[src/rtl/dmac_pkg.sv]
package dmac_pkg;

  typedef enum logic [1:0] {
    OP_LOAD = 2'd0,
    OP_ADD  = 2'd1,
    OP_SUB  = 2'd2,
    OP_HOLD = 2'd3
  } acc_op_e;

  localparam logic [2:0] FMT_SFRAC = 3'd0;
  localparam logic [2:0] FMT_UFRAC = 3'd1;
  localparam logic [2:0] FMT_SINT  = 3'd2;
  localparam logic [2:0] FMT_MIXED = 3'd3;
  localparam logic [2:0] FMT_SF_X2 = 3'd4;
  localparam logic [2:0] FMT_SI_X2 = 3'd5;

  typedef struct packed {
    logic a_sgn;
    logic b_sgn;
    logic frac;
    logic sat_min;
    logic out_x2;
    logic out_uns;
  } lane_fmt_t;

  function automatic lane_fmt_t decode_fmt(input logic [2:0] code, input logic mixed_lane);
    lane_fmt_t f;
    f = '{a_sgn: 1'b1, b_sgn: 1'b1, frac: 1'b1, sat_min: 1'b1, out_x2: 1'b0, out_uns: 1'b0};
    case (code)
      FMT_UFRAC: f = '{a_sgn: 1'b0, b_sgn: 1'b0, frac: 1'b1, sat_min: 1'b0, out_x2: 1'b0, out_uns: 1'b1};
      FMT_SINT:  f = '{a_sgn: 1'b1, b_sgn: 1'b1, frac: 1'b0, sat_min: 1'b0, out_x2: 1'b0, out_uns: 1'b0};
      FMT_MIXED: if (mixed_lane)
                   f = '{a_sgn: 1'b1, b_sgn: 1'b0, frac: 1'b1, sat_min: 1'b0, out_x2: 1'b0, out_uns: 1'b0};
      FMT_SF_X2: f.out_x2 = 1'b1;
      FMT_SI_X2: f = '{a_sgn: 1'b1, b_sgn: 1'b1, frac: 1'b0, sat_min: 1'b0, out_x2: 1'b1, out_uns: 1'b0};
      default: ;
    endcase
    return f;
  endfunction

endpackage

[src/rtl/dmac_mult.sv]
module dmac_mult
  import dmac_pkg::*;
#(
  parameter int OPW  = 16,
  parameter int ACCW = 40
) (
  input  logic [OPW-1:0]  opa,
  input  logic [OPW-1:0]  opb,
  input  lane_fmt_t       f,
  output logic [ACCW-1:0] prod
);
  localparam int RAWW = 2 * OPW + 2;
  localparam int SHW  = RAWW + 1;
  localparam logic [OPW-1:0]  MINV = {1'b1, {(OPW-1){1'b0}}};
  localparam logic [ACCW-1:0] MAXP = {{(ACCW-2*OPW+1){1'b0}}, {(2*OPW-1){1'b1}}};

  logic signed [OPW:0]    ea, eb;
  logic signed [RAWW-1:0] raw;
  logic        [SHW-1:0]  shf;
  logic                   min_case;

  always_comb begin
    ea  = {f.a_sgn & opa[OPW-1], opa};
    eb  = {f.b_sgn & opb[OPW-1], opb};
    raw = ea * eb;
    shf = f.frac ? {raw, 1'b0} : {raw[RAWW-1], raw};
    min_case = f.sat_min && (opa == MINV) && (opb == MINV);
    prod = min_case ? MAXP : {{(ACCW-SHW){shf[SHW-1]}}, shf};
  end

endmodule

[src/rtl/dmac_extract.sv]
module dmac_extract #(
  parameter int ACCW = 40,
  parameter int RESW = 32
) (
  input  logic [ACCW-1:0] acc_val,
  input  logic            x2,
  input  logic            uns,
  output logic [RESW-1:0] res
);
  localparam logic [RESW-1:0] SMAX = {1'b0, {(RESW-1){1'b1}}};
  localparam logic [RESW-1:0] SMIN = {1'b1, {(RESW-1){1'b0}}};

  logic [ACCW:0]      wide;
  logic [ACCW-RESW+1:0] top;

  always_comb begin
    wide = x2 ? {acc_val, 1'b0} : {acc_val[ACCW-1], acc_val};
    top  = wide[ACCW:RESW-1];
    if (uns) begin
      res = (|acc_val[ACCW-1:RESW]) ? {RESW{1'b1}} : acc_val[RESW-1:0];
    end else if ((&top) || !(|top)) begin
      res = wide[RESW-1:0];
    end else begin
      res = wide[ACCW] ? SMIN : SMAX;
    end
  end

endmodule

[src/rtl/dmac_lane.sv]
module dmac_lane
  import dmac_pkg::*;
#(
  parameter int LANE = 0,
  parameter int OPW  = 16,
  parameter int ACCW = 40,
  parameter int RESW = 32
) (
  input  logic              clk,
  input  logic              rst_n,
  input  logic              fire,
  input  logic [2:0]        fmt,
  input  logic [1:0]        op,
  input  logic [1:0]        sel,
  input  logic [2*OPW-1:0]  src_a,
  input  logic [2*OPW-1:0]  src_b,
  output logic [RESW-1:0]   res_nx
);
  localparam logic MIXED_LANE = (LANE == 1);

  lane_fmt_t       f;
  logic [OPW-1:0]  ha, hb;
  logic [ACCW-1:0] prod;
  logic [ACCW-1:0] acc, acc_nx;

  always_comb begin
    f  = decode_fmt(fmt, MIXED_LANE);
    ha = sel[1] ? src_a[2*OPW-1:OPW] : src_a[OPW-1:0];
    hb = sel[0] ? src_b[2*OPW-1:OPW] : src_b[OPW-1:0];
  end

  dmac_mult #(.OPW(OPW), .ACCW(ACCW)) u_mult (
    .opa (ha),
    .opb (hb),
    .f   (f),
    .prod(prod)
  );

  always_comb begin
    case (acc_op_e'(op))
      OP_LOAD: acc_nx = prod;
      OP_ADD:  acc_nx = acc + prod;
      OP_SUB:  acc_nx = acc - prod;
      default: acc_nx = acc;
    endcase
  end

  always_ff @(posedge clk) begin
    if (!rst_n)    acc <= '0;
    else if (fire) acc <= acc_nx;
  end

  dmac_extract #(.ACCW(ACCW), .RESW(RESW)) u_ext (
    .acc_val(acc_nx),
    .x2     (f.out_x2),
    .uns    (f.out_uns),
    .res    (res_nx)
  );

  p_idle_keeps_acc_r13: assert property (@(posedge clk) disable iff (!rst_n)
    !fire |=> $stable(acc));

  p_hold_keeps_acc_r3: assert property (@(posedge clk) disable iff (!rst_n)
    (fire && op == OP_HOLD) |=> $stable(acc));

  p_load_takes_product_r2: assert property (@(posedge clk) disable iff (!rst_n)
    (fire && op == OP_LOAD) |=> acc == $past(prod));

  p_unsigned_nonneg_r5: assert property (@(posedge clk) disable iff (!rst_n)
    (fire && fmt == FMT_UFRAC) |-> !prod[ACCW-1]);

endmodule

[src/rtl/dual_mac.sv]
module dual_mac #(
  parameter int OPW  = 16,
  parameter int ACCW = 40,
  parameter int RESW = 32
) (
  input  logic              clk,
  input  logic              rst_n,
  input  logic              in_valid,
  output logic              in_ready,
  input  logic [2:0]        fmt,
  input  logic [1:0]        op0,
  input  logic [1:0]        op1,
  input  logic [1:0]        sel0,
  input  logic [1:0]        sel1,
  input  logic              wr0,
  input  logic              wr1,
  input  logic [2*OPW-1:0]  src_a,
  input  logic [2*OPW-1:0]  src_b,
  output logic              out_valid,
  input  logic              out_ready,
  output logic [RESW-1:0]   res0,
  output logic [RESW-1:0]   res1,
  output logic [1:0]        res_wr
);
  localparam int LANES = 2;

  logic            fire;
  logic [1:0]      op_v  [LANES];
  logic [1:0]      sel_v [LANES];
  logic [LANES-1:0] wr_v;
  logic [RESW-1:0] nx_v  [LANES];
  logic [RESW-1:0] res_q [LANES];

  assign in_ready = !out_valid || out_ready;
  assign fire     = in_valid && in_ready;

  assign op_v[0]  = op0;
  assign op_v[1]  = op1;
  assign sel_v[0] = sel0;
  assign sel_v[1] = sel1;
  assign wr_v     = {wr1, wr0};

  for (genvar g = 0; g < LANES; g++) begin : g_lane
    dmac_lane #(.LANE(g), .OPW(OPW), .ACCW(ACCW), .RESW(RESW)) u_lane (
      .clk   (clk),
      .rst_n (rst_n),
      .fire  (fire),
      .fmt   (fmt),
      .op    (op_v[g]),
      .sel   (sel_v[g]),
      .src_a (src_a),
      .src_b (src_b),
      .res_nx(nx_v[g])
    );

    always_ff @(posedge clk) begin
      if (!rst_n)    res_q[g] <= '0;
      else if (fire) res_q[g] <= wr_v[g] ? nx_v[g] : '0;
    end
  end

  always_ff @(posedge clk) begin
    if (!rst_n) begin
      out_valid <= 1'b0;
      res_wr    <= '0;
    end else if (fire) begin
      out_valid <= 1'b1;
      res_wr    <= wr_v;
    end else if (out_ready) begin
      out_valid <= 1'b0;
    end
  end

  assign res0 = res_q[0];
  assign res1 = res_q[1];

  p_stall_holds_r13: assert property (@(posedge clk) disable iff (!rst_n)
    (out_valid && !out_ready) |=> (out_valid && $stable(res0) && $stable(res1) && $stable(res_wr)));

  p_unwritten_zero_r12: assert property (@(posedge clk) disable iff (!rst_n)
    (fire && !wr0) |=> (res0 == '0));

endmodule

[config.mk]
export PLATFORM = sky130hd
export DESIGN_NAME = dual_mac
export DESIGN_NICKNAME = d
export VERILOG_FILES = /design/src/rtl/dmac_pkg.sv /design/src/rtl/dmac_mult.sv /design/src/rtl/dmac_extract.sv /design/src/rtl/dmac_lane.sv /design/src/rtl/dual_mac.sv
export SDC_FILE = /design/constraint.sdc
export NUM_CORES = 2
export LEC_CHECK = 0
export ABC_AREA = 1
export BUFFER_PORTS_ARGS = -buffer_cell sky130_fd_sc_hd__buf_2
export CORE_UTILIZATION = 53
export CTS_CLUSTER_SIZE = 20
export DETAILED_ROUTE_END_ITERATION = 8
export PLACE_DENSITY = 0.7
export SKIP_LAST_GASP = 1
export SLEW_MARGIN = 30
export SYNTH_ARGS = -nofsm -noshare
export SYNTH_HDL_FRONTEND = slang
export SYNTH_SLANG_ARGS = --single-unit
[constraint.sdc]
create_clock -name clk -period 13.7 [get_ports clk]
set_input_delay 1.37 -clock clk [delete_from_list [all_inputs] [get_ports clk]]
set_output_delay 1.37 -clock clk [all_outputs]
set_load 0.02 [all_outputs]
==> summary.md <==
| Metric | Value |
|---|---|
| Required time at the worst-slack endpoint | `~14,000 ps` |
| Half-perimeter wire length after placement | `around 120,000 um` |
| Endpoint arrival time on the critical path | `roughly 13,000 ps` |
| Clock tree from TritonCTS | `yes` |
| Slew of the pin with the lowest slew margin | `roughly 1000 ps` |
| Count of vias placed by the detailed router | `slightly above 40,000` |
| Clock transition at the register clock pins on the worst setup and hold paths after CTS | `approximately 70 ps` |
| Placed instance area | `around 44,000 um^2` |
| Setup slack of the most critical reg-to-reg path | `about 9300 ps` |
| Number of synthesized flops with an enable pin | `64` |
| Post-layout worst setup margin | `~930 ps` |
| Routed wire length | `142,000 um` |
| Shortest clock period the worst path allows after layout | `~13,000 ps` |
| Post-CTS setup-driven buffer insertion count | `0` |
| Die Span X | `between 200 and 300 um` |
| Class of the most critical setup path | `in -> reg` |
| Skew-Pair Late Insertion Delay | `480 ps` |
| I/O pin count | `~150` |
| Hold path endpoint | `res_wr[1]$_SDFFE_PN0P_` |
| Top achievable clock speed | `0.0783 GHz` |
| Area of the mapped netlist | `about 42,000 um^2` |
| Area of the core region | `79,000 um^2` |
| Clk root buf | `clkbuf_16` |
| Remaining max-slew budget at the tightest pin | `around a third` |
| Number of standard-cell rows in the floorplan | `approximately 100` |
| Worst hold slack after final layout | `slightly below 500 ps` |
| Post-synthesis register bit count | `~150` |
| Delay of the slowest critical-path stage | `900 ps` |
| Type of the tightest min-delay check | `reg -> reg` |
| Die span in y | `around 280 um` |
| Highest-count cells in the layout ignoring fill and taps | `nand2_1, inv_1, nor2_1` |
| Distinct cell type count of the synthesized netlist | `55` |
| Commonest non-fill, non-tap cell in the layout | `nand2_1` |
| Drt wl/cell | `between 15 and 20 um` |
| Launching element type of the critical path | `input pin` |
| Maximum capacitance violations | `0` |
| Worst clock skew | `13.3 ps` |
| Drt initial violations | `approximately 4,000` |
| RSZ-0062 raised after global routing | `false` |
| Master of the slowest instance on the critical path | `fa_1` |
| Post-detailed-route via-to-cell ratio | `around 5.6` |
| Library cell with the largest summed area after synthesis | `fa_1` |
| Mean instance size in the synthesized netlist | `6.75 um^2` |
| Fin. max-slew vios | `0` |
| Number of cells traversed by the worst hold path | `2` |
| Worst setup slack after placement | `slightly above 400 ps` |
| Full die area | `around 81,000 um^2` |
| Cell repeated most along the worst path | `nand2_1` |
| Setup TNS | `0 ps` |
| Startpoint of the most critical register-to-register path | `g_lane[0].u_lane.acc[0]$_SDFFE_PN0P_` |
| Cell area after layout | `between 40,000 and 50,000 um^2` |
| Maximum level of the CTS H-tree | `4` |
| Register area share after synthesis | `roughly 8.5%` |
| Number of global-route vias before repair | `41,200` |
| YS warnings | `0` |
| DRC violation count after routing | `0` |
| Crit path buffers/inverters | `8` |
| Top delay family on crit path | `simple AND/OR/NAND/NOR gates` |
| R2R cell count | `25` |
| All-Layer GR Usage | `between 30% and 40%` |
| Post-synth net total | `roughly 7,000` |
| Area growth from synthesis to final layout | `5.53%` |
| Number of buffers inserted during clock tree synthesis | `17` |
| Maximum number of pins on one net before global-route repair | `83` |
| Kind of end point of the critical path | `flop` |
| Total of buffers placed on input and output ports | `~150` |
| Final weighted congestion in routability-driven placement | `~1.1` |
| Maximum fanout count along the critical path | `40` |
| Total congestion overflow | `0` |
| Result of the run | `finished, final reports clean` |
| Number of filler instances in the final layout | `slightly below 8,000` |
| Leading post-synthesis cells by cell area | `fa_1, nand2_1, inv_1` |
| Drt pass-1 iters | `6` |
| Number of nets still failing antenna checks after routing | `0` |
| Final setup violation count | `0` |
| Clk sink count | `roughly 150` |
| Share of the clock period used by the worst path | `~93%` |
| FFs w/ async S/R, synth | `0%` |
| CTS max path bufs | `2` |
| Number of standard cells after synthesis | `~6,300` |
| Most used flip-flop cell after synthesis | `dfxtp_1` |
| Final Hold Violating Endpoints | `0` |
| Area fraction of the dominant cell type after synthesis | `28.1%` |
| Share of post-route cells with drive strength above 1 | `7.27%` |
| Post-layout net count | `a little over 7,000` |
| Antenna violations before repair | `3` |
| Starting density of the core | `53.5%` |
| Hold path startpoint | `res_wr[1]$_SDFFE_PN0P_` |
| Crit Reg-Reg Endpoint | `res_q[0][6]$_SDFFCE_PN0P_` |
| Wire length of the first global-routing pass | `around 230,000 um` |
==> worst max path at each step <==
stage / start / endpoint / slack (ps) / depth (start not counted)
5_1_grt: sel0[1] / res_q[0][21]$_SDFFCE_PN0P_ / 50 / 51
6_report: sel0[1] / res_q[0][9]$_SDFFCE_PN0P_ / 930 / 50
4_1_cts: sel0[1] / res_q[0][9]$_SDFFCE_PN0P_ / 860 / 51
3_3_place_gp: sel1[1] / res_q[1][16]$_SDFFCE_PN0P_ / 500 / 49
2_1_floorplan: sel1[1] / res_q[1][10]$_SDFFCE_PN0P_ / 3110 / 53
3_5_place_dp: sel0[1] / res_q[0][9]$_SDFFCE_PN0P_ / 400 / 51
==> per-stage QoR <==
stage / utilization [%] / std cells
2_1_floorplan: - / 6269
3_3_place_gp: 55.7 / 7349
3_5_place_dp: 55.7 / 7349
4_1_cts: 56.5 / 7381
5_1_grt: 56.5 / 7382
6_report: 56.5 / 7382
==> cells in the mapped netlist (3+ instances only) <==
library cell	n
nand2_1	1451
inv_1	1207
nor2_1	733
fa_1	594
nand3_1	435
o21ai_0	338
ha_1	256
a21oi_1	250
clkbuf_1	123
dfxtp_1	83
xor2_1	83
edfxtp_1	64
nand4_1	57
nor3_1	45
nand3b_1	38
o21ai_1	36
inv_2	32
o211ai_1	32
buf_2	29
nand3_2	25
a31oi_1	23
nand2_2	23
o21ai_2	23
o22ai_1	23
nor2_2	22
nor4_1	21
or2_2	19
buf_4	18
buf_1	17
o21ai_4	17
xnor2_1	17
buf_6	16
clkinv_1	16
a21o_1	14
a21oi_2	12
o21bai_1	12
o21a_1	10
o221ai_1	9
mux2i_1	8
a21boi_0	6
and2_1	5
nand2_4	5
and3_1	4
a21oi_4	3
==> kinds of logic after synthesis <==
kind of cell,synth area share (%)
compound gates,11.2
xor+xnor,2.07
fa+ha+maj,35.7
buf+inv,13.6
flops,8.47
mux,0.189
simple gates,28.8
==> registers in the layout, summed over array words and instances (netlist names) <==
name and flops:
res_wr 2, g_lane.u_lane.acc 80, out_valid 1, res_q 64
==> worst reg2reg max path: stages (launching register included) <==
cell	delay (ps)
dfxtp_1	340
inv_1	60
ha_1	240
inv_1	140
fa_1	370
nand3_1	120
nand2_1	160
nand2_1	80
nand2_1	160
a21oi_1	120
o21ai_0	560
nand3_1	230
nand2_1	110
nand2_1	50
nand3_1	70
nand3_1	70
o21ai_1	120
inv_1	80
nand2_1	80
nand3_1	90
nor2_1	120
nand4_1	110
nand2_2	100
nand2_4	130
inv_4	290
a21oi_1	120
==> routing by layer <==
layer  part of all wire, %  wire length (um)  GRT usage, %  vias to the layer above
met1                    41             58200          46.4                    19700
met4                   4.1              5850          13.7                        2
li1                      -                 -             -                    19600
met5                 0.014                20             0                        -
met2                    46             65500          58.8                     1811
met3                   8.5             12100          6.00                      342
==> timing repair <==
| action | in CTS | in global routing |
|---|---|---|
| resized for setup | 0 | 5 |
| setup endpoints to repair | 0 | 63 |
| hold buffers | 0 | 0 |
| hold endpoints to repair | 0 | 0 |
==> cell type report <==
class	instances	area (um^2)	area share [%]
antenna	1	2.50	0.00561
clock inverter	15	144	0.322
tap	1050	1310	2.94
sequential	147	3580	8.03
inverter	1257	4730	10.6
clock buffer	17	425	0.953
timing repair buffer	235	1420	3.19
multi-input combinational	4660	33000	74.0
Power is not shown: default switching activity piles up to over one toggle a cycle in this logic, so the estimate is an artifact.
